$ cat src/rtl/pbus_guard_pkg.sv
package pbus_guard_pkg;
    localparam int MID_W = 4;

    typedef enum logic [1:0] {
        SEL_ADDR = 2'd0,
        SEL_MID  = 2'd1,
        SEL_STAT = 2'd2,
        SEL_NONE = 2'd3
    } rd_sel_e;
endpackage

$ cat src/rtl/pbus_guard_decode.sv
module pbus_guard_decode #(
    parameter int                        ADDR_W  = 16,
    parameter int                        NUM_WIN = 3,
    parameter logic [NUM_WIN*ADDR_W-1:0] WIN_BASE  = '0,
    parameter logic [NUM_WIN*ADDR_W-1:0] WIN_LIMIT = '0
) (
    input  logic [ADDR_W-1:0] addr_i,
    output logic              hit_o
);
    logic [NUM_WIN-1:0] win_hit;

    for (genvar w = 0; w < NUM_WIN; w++) begin : g_win
        localparam logic [ADDR_W-1:0] BASE  = WIN_BASE[w*ADDR_W +: ADDR_W];
        localparam logic [ADDR_W-1:0] LIMIT = WIN_LIMIT[w*ADDR_W +: ADDR_W];
        assign win_hit[w] = (addr_i >= BASE) && (addr_i <= LIMIT);
    end

    assign hit_o = |win_hit;
endmodule

$ cat src/rtl/pbus_guard_capture.sv
module pbus_guard_capture #(
    parameter int ADDR_W = 16,
    parameter int MID_W  = 4
) (
    input  logic              clk,
    input  logic              rst_n,
    input  logic              viol_i,
    input  logic [ADDR_W-1:0] addr_i,
    input  logic [MID_W-1:0]  mid_i,
    input  logic              clr_i,
    output logic              lock_o,
    output logic              irq_o,
    output logic [ADDR_W-1:0] addr_o,
    output logic [MID_W-1:0]  mid_o
);
    typedef struct packed {
        logic              lock;
        logic              irq;
        logic [ADDR_W-1:0] addr;
        logic [MID_W-1:0]  mid;
    } cap_t;

    cap_t cap_d, cap_q;

    always_comb begin
        cap_d     = cap_q;
        cap_d.irq = 1'b0;
        if (viol_i && !cap_q.lock) begin
            cap_d.lock = 1'b1;
            cap_d.irq  = 1'b1;
            cap_d.addr = addr_i;
            cap_d.mid  = mid_i;
        end else if (clr_i) begin
            cap_d.lock = 1'b0;
        end
    end

    always_ff @(posedge clk or negedge rst_n) begin
        if (!rst_n) cap_q <= '0;
        else        cap_q <= cap_d;
    end

    assign lock_o = cap_q.lock;
    assign irq_o  = cap_q.irq;
    assign addr_o = cap_q.addr;
    assign mid_o  = cap_q.mid;

    // the interrupt lasts one cycle and only comes with a held record
    p_irq_pulse_r3: assert property (@(posedge clk) disable iff (!rst_n)
        cap_q.irq |=> !cap_q.irq);
    p_irq_locked_r3: assert property (@(posedge clk) disable iff (!rst_n)
        cap_q.irq |-> cap_q.lock);
    // a held record does not move until released
    p_hold_r6: assert property (@(posedge clk) disable iff (!rst_n)
        (cap_q.lock && !clr_i) |=> ($stable(cap_q.addr) && $stable(cap_q.mid) && cap_q.lock));
    // a release request unlocks on the following edge
    p_release_r8: assert property (@(posedge clk) disable iff (!rst_n)
        (clr_i && cap_q.lock) |=> !cap_q.lock);
endmodule

$ cat src/rtl/pbus_guard_readport.sv
module pbus_guard_readport
    import pbus_guard_pkg::*;
#(
    parameter int ADDR_W = 16,
    parameter int MID_W  = 4
) (
    input  logic              clk,
    input  logic              rst_n,
    input  logic              rd_req_i,
    input  logic [1:0]        rd_sel_i,
    input  logic [ADDR_W-1:0] cap_addr_i,
    input  logic [MID_W-1:0]  cap_mid_i,
    input  logic              lock_i,
    output logic              rd_valid_o,
    output logic [ADDR_W-1:0] rd_data_o,
    output logic              clr_o
);
    typedef struct packed {
        logic              valid;
        logic              clr;
        logic [ADDR_W-1:0] data;
    } rp_t;

    rp_t rp_d, rp_q;

    always_comb begin
        rp_d       = '0;
        rp_d.valid = rd_req_i;
        if (rd_req_i) begin
            unique case (rd_sel_e'(rd_sel_i))
                SEL_ADDR: begin
                    rp_d.data = cap_addr_i;
                    rp_d.clr  = 1'b1;
                end
                SEL_MID:  rp_d.data = {{(ADDR_W-MID_W){1'b0}}, cap_mid_i};
                SEL_STAT: rp_d.data = {{(ADDR_W-1){1'b0}}, lock_i};
                default:  rp_d.data = '0;
            endcase
        end
    end

    always_ff @(posedge clk or negedge rst_n) begin
        if (!rst_n) rp_q <= '0;
        else        rp_q <= rp_d;
    end

    assign rd_valid_o = rp_q.valid;
    assign rd_data_o  = rp_q.data;
    assign clr_o      = rp_q.clr;

    // every request is answered one cycle later
    p_rd_latency_r7: assert property (@(posedge clk) disable iff (!rst_n)
        rd_req_i |=> rd_valid_o);
    // only a returned address read requests the release
    p_clr_only_read_r8: assert property (@(posedge clk) disable iff (!rst_n)
        clr_o |-> rd_valid_o);
endmodule

$ cat src/rtl/pbus_guard.sv
module pbus_guard
    import pbus_guard_pkg::*;
#(
    parameter int                        ADDR_W  = 16,
    parameter int                        NUM_WIN = 3,
    parameter logic [NUM_WIN*ADDR_W-1:0] WIN_BASE  = {16'h8000, 16'h1000, 16'h0000},
    parameter logic [NUM_WIN*ADDR_W-1:0] WIN_LIMIT = {16'h8FFF, 16'h13FF, 16'h00FF}
) (
    input  logic              clk,
    input  logic              rst_n,
    input  logic              psel_i,
    input  logic              penable_i,
    input  logic [ADDR_W-1:0] paddr_i,
    input  logic [MID_W-1:0]  pmaster_i,
    output logic              pready_o,
    output logic              pslverr_o,
    output logic              irq_o,
    input  logic              rd_req_i,
    input  logic [1:0]        rd_sel_i,
    output logic              rd_valid_o,
    output logic [ADDR_W-1:0] rd_data_o
);
    logic              hit;
    logic              viol;
    logic              lock;
    logic              clr;
    logic [ADDR_W-1:0] cap_addr;
    logic [MID_W-1:0]  cap_mid;

    pbus_guard_decode #(
        .ADDR_W   (ADDR_W),
        .NUM_WIN  (NUM_WIN),
        .WIN_BASE (WIN_BASE),
        .WIN_LIMIT(WIN_LIMIT)
    ) u_decode (
        .addr_i(paddr_i),
        .hit_o (hit)
    );

    assign viol      = psel_i && penable_i && !hit;
    assign pready_o  = viol;
    assign pslverr_o = 1'b0;

    pbus_guard_capture #(
        .ADDR_W(ADDR_W),
        .MID_W (MID_W)
    ) u_capture (
        .clk   (clk),
        .rst_n (rst_n),
        .viol_i(viol),
        .addr_i(paddr_i),
        .mid_i (pmaster_i),
        .clr_i (clr),
        .lock_o(lock),
        .irq_o (irq_o),
        .addr_o(cap_addr),
        .mid_o (cap_mid)
    );

    pbus_guard_readport #(
        .ADDR_W(ADDR_W),
        .MID_W (MID_W)
    ) u_readport (
        .clk       (clk),
        .rst_n     (rst_n),
        .rd_req_i  (rd_req_i),
        .rd_sel_i  (rd_sel_i),
        .cap_addr_i(cap_addr),
        .cap_mid_i (cap_mid),
        .lock_i    (lock),
        .rd_valid_o(rd_valid_o),
        .rd_data_o (rd_data_o),
        .clr_o     (clr)
    );

    // no ready without the access phase
    p_setup_quiet_r10: assert property (@(posedge clk) disable iff (!rst_n)
        !(psel_i && penable_i) |-> !pready_o);
    // an interrupt always follows a stray access phase
    p_irq_cause_r3: assert property (@(posedge clk) disable iff (!rst_n)
        irq_o |-> $past(pready_o));
endmodule

$ cat config.mk
export PLATFORM = sky130hd
export DESIGN_NAME = pbus_guard
export DESIGN_NICKNAME = d
export VERILOG_FILES = /design/src/rtl/pbus_guard_pkg.sv /design/src/rtl/pbus_guard_decode.sv /design/src/rtl/pbus_guard_capture.sv /design/src/rtl/pbus_guard_readport.sv /design/src/rtl/pbus_guard.sv
export SDC_FILE = /design/constraint.sdc
export NUM_CORES = 1
export LEC_CHECK = 0
export CAP_MARGIN = 30
export CELL_PAD_IN_SITES_DETAIL_PLACEMENT = 0
export CELL_PAD_IN_SITES_GLOBAL_PLACEMENT = 1
export CORE_ASPECT_RATIO = 1.1
export CORE_UTILIZATION = 32
export CTS_CLUSTER_SIZE = 8
export DETAILED_ROUTE_END_ITERATION = 10
export PLACE_DENSITY = 0.78
export RECOVER_POWER = 100
export SETUP_SLACK_MARGIN = 0.15
export SYNTH_ARGS = -nofsm -noshare
export SYNTH_HDL_FRONTEND = slang
export SYNTH_SLANG_ARGS = --single-unit
$ cat constraint.sdc
create_clock -name clk -period 1.5 [get_ports clk]
set_clock_uncertainty 0.1 [all_clocks]
set_input_delay 0.3 -clock clk [delete_from_list [all_inputs] [get_ports clk]]
set_output_delay 0.3 -clock clk [all_outputs]
set_load 0.005 [all_outputs]
### Word-level counts from Yosys, hierarchy flattened

Cells that the tools add are included.

| operators by class | value |
|---|---|
| equal/unequal tests | 2 |
| reductions and logical operators | 11 |
| shift-type cells | 0 |
| multiplexer cells | 6 |
| divide/modulo/power cells | 0 |
| add/sub/neg operators | 0 |
| bitwise operators | 0 |
| multiply operators | 0 |
| $lt $le $gt $ge | 6 |

Operators with widths:

| cell | count |
|---|---|
| one-hot mux 16 bit (3 select lines) | 1 |
| 2-to-1 mux 21 bit | 1 |
| 2-to-1 mux 17 bit | 1 |
| greater-or-equal comparator 16 x 1 -> 1 bit (second input constant) | 1 |
| greater-or-equal comparator 16 x 13 -> 1 bit (second input constant) | 1 |
| greater-or-equal comparator 16 bit (second input constant) | 1 |
| <= comparator 16 x 13 -> 1 bit (second input constant) | 1 |
| <= comparator 16 bit (second input constant) | 1 |
| <= comparator 16 x 8 -> 1 bit (second input constant) | 1 |
| logical AND 1 bit | 6 |
| 2-to-1 mux 1 bit | 3 |
| OR reduction 3 bit | 1 |
| == test 2 x 1 -> 1 bit (second input constant) | 1 |
| == test 2 bit (second input constant) | 1 |
| logical NOT 1 bit | 2 |
| logical NOT 2 bit | 1 |
| nonzero test 2 bit | 1 |

| word-level totals | value |
|---|---|
| bits in writable memories | 0 |
| bits in latches | 0 |
| bits in registers | 40 |
| ROM bits | 0 |
| memories kept | 0 |
| bits of input ports | 27 |
| word-level logic and storage cells | 32 |

### Depth between registers and ports, before layout

Gate-level depths: netlist (run 1).

| depth | value |
|---|---|
| word-level depth | 7 |
| gate-level depth with buffers | 5 |
| mapped depth without buffers | 3 |

### Cells and area by module

From an unflattened synthesis (run 1), not the netlist that was laid out.

| second synthesis, totals | value |
|---|---|
| cell total of the unflattened synthesis | 99 |
| area, all modules | 1586.5 um^2 |

Modules (own cells, without submodules):

| module | times used | area an instance (um^2) | cells an instance |
|---|---|---|---|
| pbus_guard_capture | 1 | 892.1 | 47 |
| pbus_guard_readport | 1 | 636.9 | 44 |
| pbus_guard_decode | 1 | 37.5 | 5 |
| pbus_guard | 1 | 20.0 | 3 |

### Least setup slack after synthesis (run 1)

OpenSTA, ideal clock, no wires.

| timing | value |
|---|---|
| path type | input port to output port |
| start | input port paddr_i[12] |
| end | output port pready_o |
| slack | 0.035 ns |
| arrival | 1.065 ns |
| data required time | 1.100 ns |
| cell stages on the path | 5 |
| cell sequence | a211oi_2 buf_4 o311a_2 buf_6 nor2_1 |

| between the ends | value |
|---|---|
| word-level cells in the longest chain between the ends | 5 |
| elaborated cells between the ends (all ways) | 12 |
| those cells by class | 6 x order compare; 6 x reduce/logical |

RTL lines:

| item | RTL line | source |
|---|---|---|
| start, declared | pbus_guard.sv:13 | `input logic [ADDR_W-1:0] paddr_i,` |
| greater-or-equal comparator 16 x 1 -> 1 bit (tied with other cells) | pbus_guard_decode.sv:15 | `assign win_hit[w] = (addr_i >= BASE) && (addr_i <= LIMIT);` |
| logical AND 1 bit | pbus_guard_decode.sv:15 |  |
| OR reduction 3 bit * | pbus_guard_decode.sv:18 | `assign hit_o = \|win_hit;` |
| logical NOT 1 bit * | pbus_guard.sv:40 | `assign viol = psel_i && penable_i && !hit;` |
| logical AND 1 bit * | pbus_guard.sv:40 |  |
| end, declared | pbus_guard.sv:15 | `output logic pready_o,` |

Every way passes the cells marked *; elsewhere a longest branch is shown, timed or not.

### Final worst setup path (run 1)

| timing | value |
|---|---|
| start | register u_capture.cap_q, in the netlist u_capture.lock_o |
| end | register u_capture.cap_q, in the netlist u_capture.addr_o[6] |

| between the ends | value |
|---|---|
| word-level cells in the longest chain between the ends | 2 |

RTL lines:

| item | RTL line | source |
|---|---|---|
| start, declared | pbus_guard_capture.sv:23 | `cap_t cap_d, cap_q;` |
| start signal, assigned | pbus_guard_capture.sv:40 | `else cap_q <= cap_d;` |
| logical NOT 1 bit | pbus_guard_capture.sv:28 | `if (viol_i && !cap_q.lock) begin` |
| logical AND 1 bit | pbus_guard_capture.sv:28 |  |

No other way between the ends.
A chain may end at the register's enable or synchronous reset.

==> results of run 1 <==
-- critical path, delay by kind of cell (launching register included) --
| kind | cells | cell delay [ns] |
|---|---|---|
| DFF | 1 | 0.39 |
| AOI/OAI and AO/OA | 2 | 0.39 |
| and+or+nand+nor | 1 | 0.29 |
| buffers and inverters | 1 | 0.20 |
-- repair_timing --
item | 4_1_cts | 5_1_grt
setup buffers | 7 | 1
hold endpoints to repair | 40 | 0
pin swaps | 9 | 4
cloned | 2 | 0
endpoints found under the setup margin | 54 | 25
gates resized for setup | 84 | 11
hold buffers | 1 | 0
-- state kept, by name, indices dropped and copies added, names as in the netlist --
| name | cells |
|---|---|
| u_capture.lock_o | 1 |
| u_readport.rd_valid_o | 1 |
| u_capture.addr_o | 16 |
| u_capture.mid_o | 4 |
| u_readport.clr_o | 1 |
| u_readport.rd_data_o | 16 |
| u_capture.irq_o | 1 |
-- cells in the final DEF, fill, tap and decap left out, types with 4 or more instances in the layout --
cell / synthesis / routed
clkbuf_8: 0 / 6
o21ai_1: 0 / 5
o22ai_1: 18 / 5
buf_2: 3 / 6
buf_4: 2 / 12
clkdlybuf4s50_1: 0 / 13
dlygate4sd2_1: 0 / 18
mux2i_1: 4 / 4
dfrtp_1: 40 / 40
nand2_1: 18 / 18
nor2_1: 9 / 5
and2_1: 13 / 10
o21ai_0: 18 / 13
buf_6: 3 / 11
o22ai_2: 0 / 13
-- per-stage QoR --
| stage | area (um2) | power (mW) | utilization |
|---|---|---|---|
| 2_1_floorplan | 1688 | 1.798 | - |
| 3_3_place_gp | 2253 | 2.070 | 0.4507 |
| 3_5_place_dp | 2253 | 2.091 | 0.4507 |
| 4_1_cts | 2544 | 2.933 | 0.5088 |
| 5_1_grt | 2531 | 3.111 | 0.5063 |
| 6_report | 2531 | 2.935 | 0.5063 |
-- where the power goes --
part | switching [mW] | total, mW | internal, mW
registers | 0.113 | 1.44 | 1.32
logic | 0.328 | 0.768 | 0.440
clock network | 0.357 | 0.732 | 0.375
total | 0.798 | 2.94 | 2.14
-- worst min-delay path by stage --
| stage | end | slack, ns | depth (start not counted) |
|---|---|---|---|
| after floorplan | u_capture.addr_o[0] | -0.1 | 0 |
| after global placement | u_capture.irq_o | 0.18 | 2 |
| after detailed placement | u_readport.rd_valid_o | 0.19 | 2 |
| after CTS | u_capture.addr_o[13] | 0.26 | 3 |
| after global routing | u_capture.addr_o[10] | 0.21 | 3 |
| final | u_capture.addr_o[10] | 0.19 | 3 |
-- logic make-up (layout without fill, tap and decap cells) --
family,after synthesis,after routing
other,1,1
and+or+nand+nor,44,44
DFF,40,40
buffers and inverters,13,81
muxes,6,6
AOI/OAI and AO/OA,45,45
-- layout make-up --
class	count	area [um2]	share of cell area
Clock buffer	8	90.09	0.03559
Inverter	1	3.754	0.001483
Multi-Input combinational cell	96	695.7	0.2748
Sequential cell	40	1001	0.3955
Tap cell	58	72.57	0.02867
Timing Repair Buffer	72	668.1	0.2640
-- metal layers --
metal / GRT usage / share of wire / wire, um
met1: 0.2074 / 0.43 / 1761
met2: 0.2748 / 0.50 / 2058
met3: 0.03896 / 0.042 / 171
met4: 0.08400 / 0.029 / 121
met5: 0 / 0 / 0
==> reports/qor.yml, run 1 <==
synth:
  synth_largest_area_cell: "dfrtp_1"
  synth_xor_area_frac: 0
  ys_types: 24
  synth.most_common_cell: "dfrtp_1"
  mappedNetlistArea_mm2: 0.001657
  synth_cells: 149
  synthAdderAreaFrac: 0
  synth_flop_cell: "dfrtp_1"
  synth_top_family_by_area: "compound AO/OA/AOI/OAI gates"
  ys_warn_count: 0
  yosys-top-cells-count: "40 x dfrtp_1, 18 x nand2_1, 18 x o21ai_0, 18 x o22ai_1, 13 x and2_1"
  synth_mux_area_frac: 0.03776
  synth_fp_nets: 176
  synth-edff-count: 0
  synth-seq-cells: 40
  syn_avg_cell_area_um2: 11.12
  synth-compound-area-share: 0.1775
  yosys-top-cells-area: "dfrtp_1 60%, o22ai_1 6.8%, o21ai_0 5.4%"
  synth-async-reset-ratio: 1.000
  yosys.area.top_type_share: 0.6042
  synth_seq_area_share: 0.6042
  synth_simple_gate_area_frac: 0.1284
setup_path:
  startpoint: "u_capture.lock_o"
  worstSetupPathType: "register to register"
  worstPathRequired_ns: 1.57
  r2r_start: "u_capture.lock_o"
  start_kind: "register"
  crit_chain: "nand3b_1, a211oi_4, buf_6, o22ai_2"
  cpMaxStageDelayCell: "dfrtp_1"
  r2r_setup_slack_ns: 0.008
  max_stage_delay_ns: 0.39
  arrival_ns: 1.56
  crit_end: "u_capture.addr_o[6]"
  r2r_end: "u_capture.addr_o[6]"
  worstPathMaxFanout: 6
  crit_path_end_kind: "register"
  r2r_cells: 4
status:
  violations: "design-rule violations"
  status: "complete, but fails checks"
die:
  io_pins: 47
  die-area_mm2: 0.005469
  core_area_mm2: 0.005000
  rows: 27
  die_h_um: 77.46
  start_util: 0.3313
  die_width_um: 70.60
routing:
  first_pass_iters: 7
  vias: 1364
  via_per_inst: 4.960
  drt_iter0_markers: 80
  detail-route-antenna-nets: 0
  drc: 7
  wl_per_cell_um: 14.95
  wirelength_mm: 4.112
sta:
  max_slew_margin: 0.6376
  fin_crit_sh: 0.9950
  max_freq_ghz: 0.6700
  holdWs_ns: 0.1930
  rsz0062_at_grt: "yes"
  setup-tns-final_ns: 0
  period_minus_slack_ns: 1.492
  drv_slew: 0
  setup_violations: 0
  tightest_slew_ns: 0.5437
  layout_setup_ws_ns: 0.007503
  hold_viol_final: 0
clocking:
  clk_latency_ns: 0.29
  cts_tree: "done"
  cts_made_buffers: 5
  cts.htree.levels: 2
  clockBufferDepth: 2
  clkTransAtPathRegs_ns: 0.07
  cts_root_buffer: "clkbuf_8"
  cts_sinks: 40
layout:
  drive_above_1_share: 0.2857
  antennaDiodeCount: 0
  fin_cells: 275
  nNetsFinal: 243
  area_growth_pct: 52.79
  fillers: 461
placement:
  io_buffer_count: 45
  hpwlAfterDp_mm: 2.561
  place_inst: 256
  gp_congestion: 0.7869
  place_ws_ns: -0.7386
job:
  maxCapViolations: 0
global_routing:
  grt_remaining_overflow: 0
  antenna_found_initial: 0
  grt_pass1_vias: 1442
  grt_max_degree: 41
  grt_pass1_wl_mm: 6.927
  grt_use_total: 0.1677
pwr:
  p_per_area_mw_per_mm2: 1160
  ir_drop_mv: 0.4075
  power_leakage_nw: 1.206
min_path:
  hold_class: "input pin to register"
  hold_start: "paddr_i[10]"
Note: power is estimated with default switching activity, not from simulation.
==> run 2: changes to the inputs <==
Settings changed: CORE_UTILIZATION 32 to 42, DONT_BUFFER_PORTS set to 1, PLACE_DENSITY 0.78 to 0.76.
==> reports/qor.yml, run 2 (synthesized netlist as in run 1, its figures left out) <==
global_routing:
  grt_use_total: 0.1910  # +0.02328
  grt_pass1_wl_mm: 5.713  # -18%
  grt_max_degree: 41  # unchanged
  grt_remaining_overflow: 0  # unchanged
  grt_pass1_vias: 1222  # -15%
  antenna_found_initial: 0  # unchanged
sta:
  fin_crit_sh: 0.9486  # -0.04637
  drv_slew: 0  # unchanged
  setup-tns-final_ns: 0  # unchanged
  period_minus_slack_ns: 1.423  # -0.06955 ns
  layout_setup_ws_ns: 0.07706  # +0.06955 ns
  hold_viol_final: 40  # +40
  setup_violations: 0  # unchanged
  rsz0062_at_grt: "yes"
  max_freq_ghz: 0.7028  # +4.9%
  holdWs_ns: -0.3950  # -0.5880 ns
placement:
  place_inst: 194  # -24%
  io_buffer_count: 0  # -100%
  placed_cell_area_mm2: 0.001743  # -23%
  gp_congestion: 0.7762  # -1.4%
  place_ws_ns: 0.06834  # +0.8070 ns
  hpwlAfterDp_mm: 2.304  # -10%
status:
  violations: "negative hold slack"
  status: "complete, but fails checks"
layout:
  drive_above_1_share: 0.1410  # -0.1447
  nNetsFinal: 182  # -25%
  antennaDiodeCount: 0  # unchanged
  area_growth_pct: 12.01
  layout_common_cells: "40 x dfrtp_1, 18 x nand2_1, 17 x o22ai_1, 16 x o21ai_0, 11 x and2_0"
  fillers: 340  # -26%
  fin_cells: 206  # -25%
  final_area_mm2: 0.001856  # -27%
  layout_commonest_cell: "dfrtp_1"
  final_core_util: 0.4998  # -0.006425
clocking:
  cts.htree.levels: 2  # unchanged
  cts_root_buffer: "clkbuf_8"
  clk_latency_ns: 0.28  # about the same
  cts_tree: "done"
  cts_sinks: 40  # unchanged
  clockBufferDepth: 2  # unchanged
  clkTransAtPathRegs_ns: 0.07  # about the same
  cts_hold_buf: 1  # unchanged
  cts_made_buffers: 5  # unchanged
routing:
  vias: 1129  # -17%
  drt_iter0_markers: 58  # -28%
  wirelength_mm: 3.312  # -19%
  via_per_inst: 5.481  # +10%
  detail-route-antenna-nets: 0  # unchanged
  wl_per_cell_um: 16.08  # +7.5%
  drc: 0  # -7
  first_pass_iters: 4  # -3
setup_path:
  worstSetupPathType: "register to register"
  worstPathMaxFanout: 8  # +2
  max_stage_delay_ns: 0.40  # about the same
  crit_path_end_kind: "register"
  arrival_ns: 1.48  # -0.08 ns
  cpMaxStageDelayCell: "dfrtp_1"
  start_kind: "register"
  worstPathRequired_ns: 1.56  # about the same
  crit_chain: "nand3b_1, buf_4, o21ai_0, o22ai_1"
job:
  maxCapViolations: 0  # unchanged
min_path:
  hold_class: "input pin to asynchronous set/reset pin"
die:
  die-area_mm2: 0.004200  # -23%
  core_area_mm2: 0.003712  # -26%
  die_h_um: 67.87  # -12%
  start_util: 0.4462  # +0.1149
  io_pins: 47  # unchanged
  rows: 23  # -15%
  die_width_um: 61.88  # -12%
pwr:
  power_leakage_nw: 0.8163  # -32%
  p_per_area_mw_per_mm2: 1403  # +21%
  power_mw: 2.604  # -11%
  ir_drop_mv: 0.7447  # +83%
==> run 2: cell count changes in the layout (fill, tap and decap cells not counted), moves of 3 or more <==
cell / previous run / this run
buf_6: 11 / 0
buf_4: 12 / 7
dlygate4sd2_1: 18 / 0
nor2_2: 3 / 0
nor2_1: 5 / 8
o22ai_2: 13 / 1
o21ai_0: 13 / 16
clkdlybuf4s50_1: 13 / 0
and2_1: 10 / 2
o22ai_1: 5 / 17
o21ai_1: 5 / 2
buf_2: 6 / 0
and2_0: 3 / 11
==> run 2: layer usage <==
metal  up-vias  part of all wire  global-route usage
met4         0             0.016             0.07500
met2        45              0.51              0.3105
met5         -                 0                   0
li1        529                 -                   -
met3         4             0.068             0.06427
met1       551              0.40              0.2314
==> run 2: worst max-delay path: cells and delay by family (launching register included) <==
kind | cells | cell delay, ns
AOI/OAI and AO/OA | 2 | 0.32
and+or+nand+nor | 1 | 0.26
DFF | 1 | 0.40
buffers and inverters | 1 | 0.22
==> run 2: layout make-up <==
type	count	area (um2)	area share
repair buffers	11	106.4	0.05732
clock buffers	8	90.09	0.04855
flip-flops and latches	40	1001	0.5394
well taps	50	62.56	0.03372
multi-input cells	96	591.8	0.3189
inverters	1	3.754	0.002023
==> run 2: worst paths after layout <==
check,from,endpoint,slack [ns],depth (start not counted)
min reg2reg,u_readport.clr_o,u_capture.lock_o,0.34,1
min,rst_n,u_readport.rd_data_o[6],-0.39,0
max reg2reg,u_capture.lock_o,u_capture.addr_o[9],0.08,4
max in group asynchronous,rst_n,u_capture.addr_o[11],1.61,0
max,u_capture.lock_o,u_capture.addr_o[9],0.08,4
min in group clk,rd_req_i,u_readport.rd_data_o[0],0.04,1
==> run 2: timing repair <==
action | 4_1_cts | 5_1_grt
gates resized for setup | 3 | 1
endpoints found under the hold margin | 41 | 40
setup endpoints to repair | 21 | 20
pin swaps | 1 | 0
buffers inserted | 3 | 0
==> run 2: power by group <==
part	leakage, nW	internal, mW	switching (mW)
Clock	0.0455	0.375	0.334
Sequential	0.520	1.32	0.118
Combinational	0.251	0.240	0.213
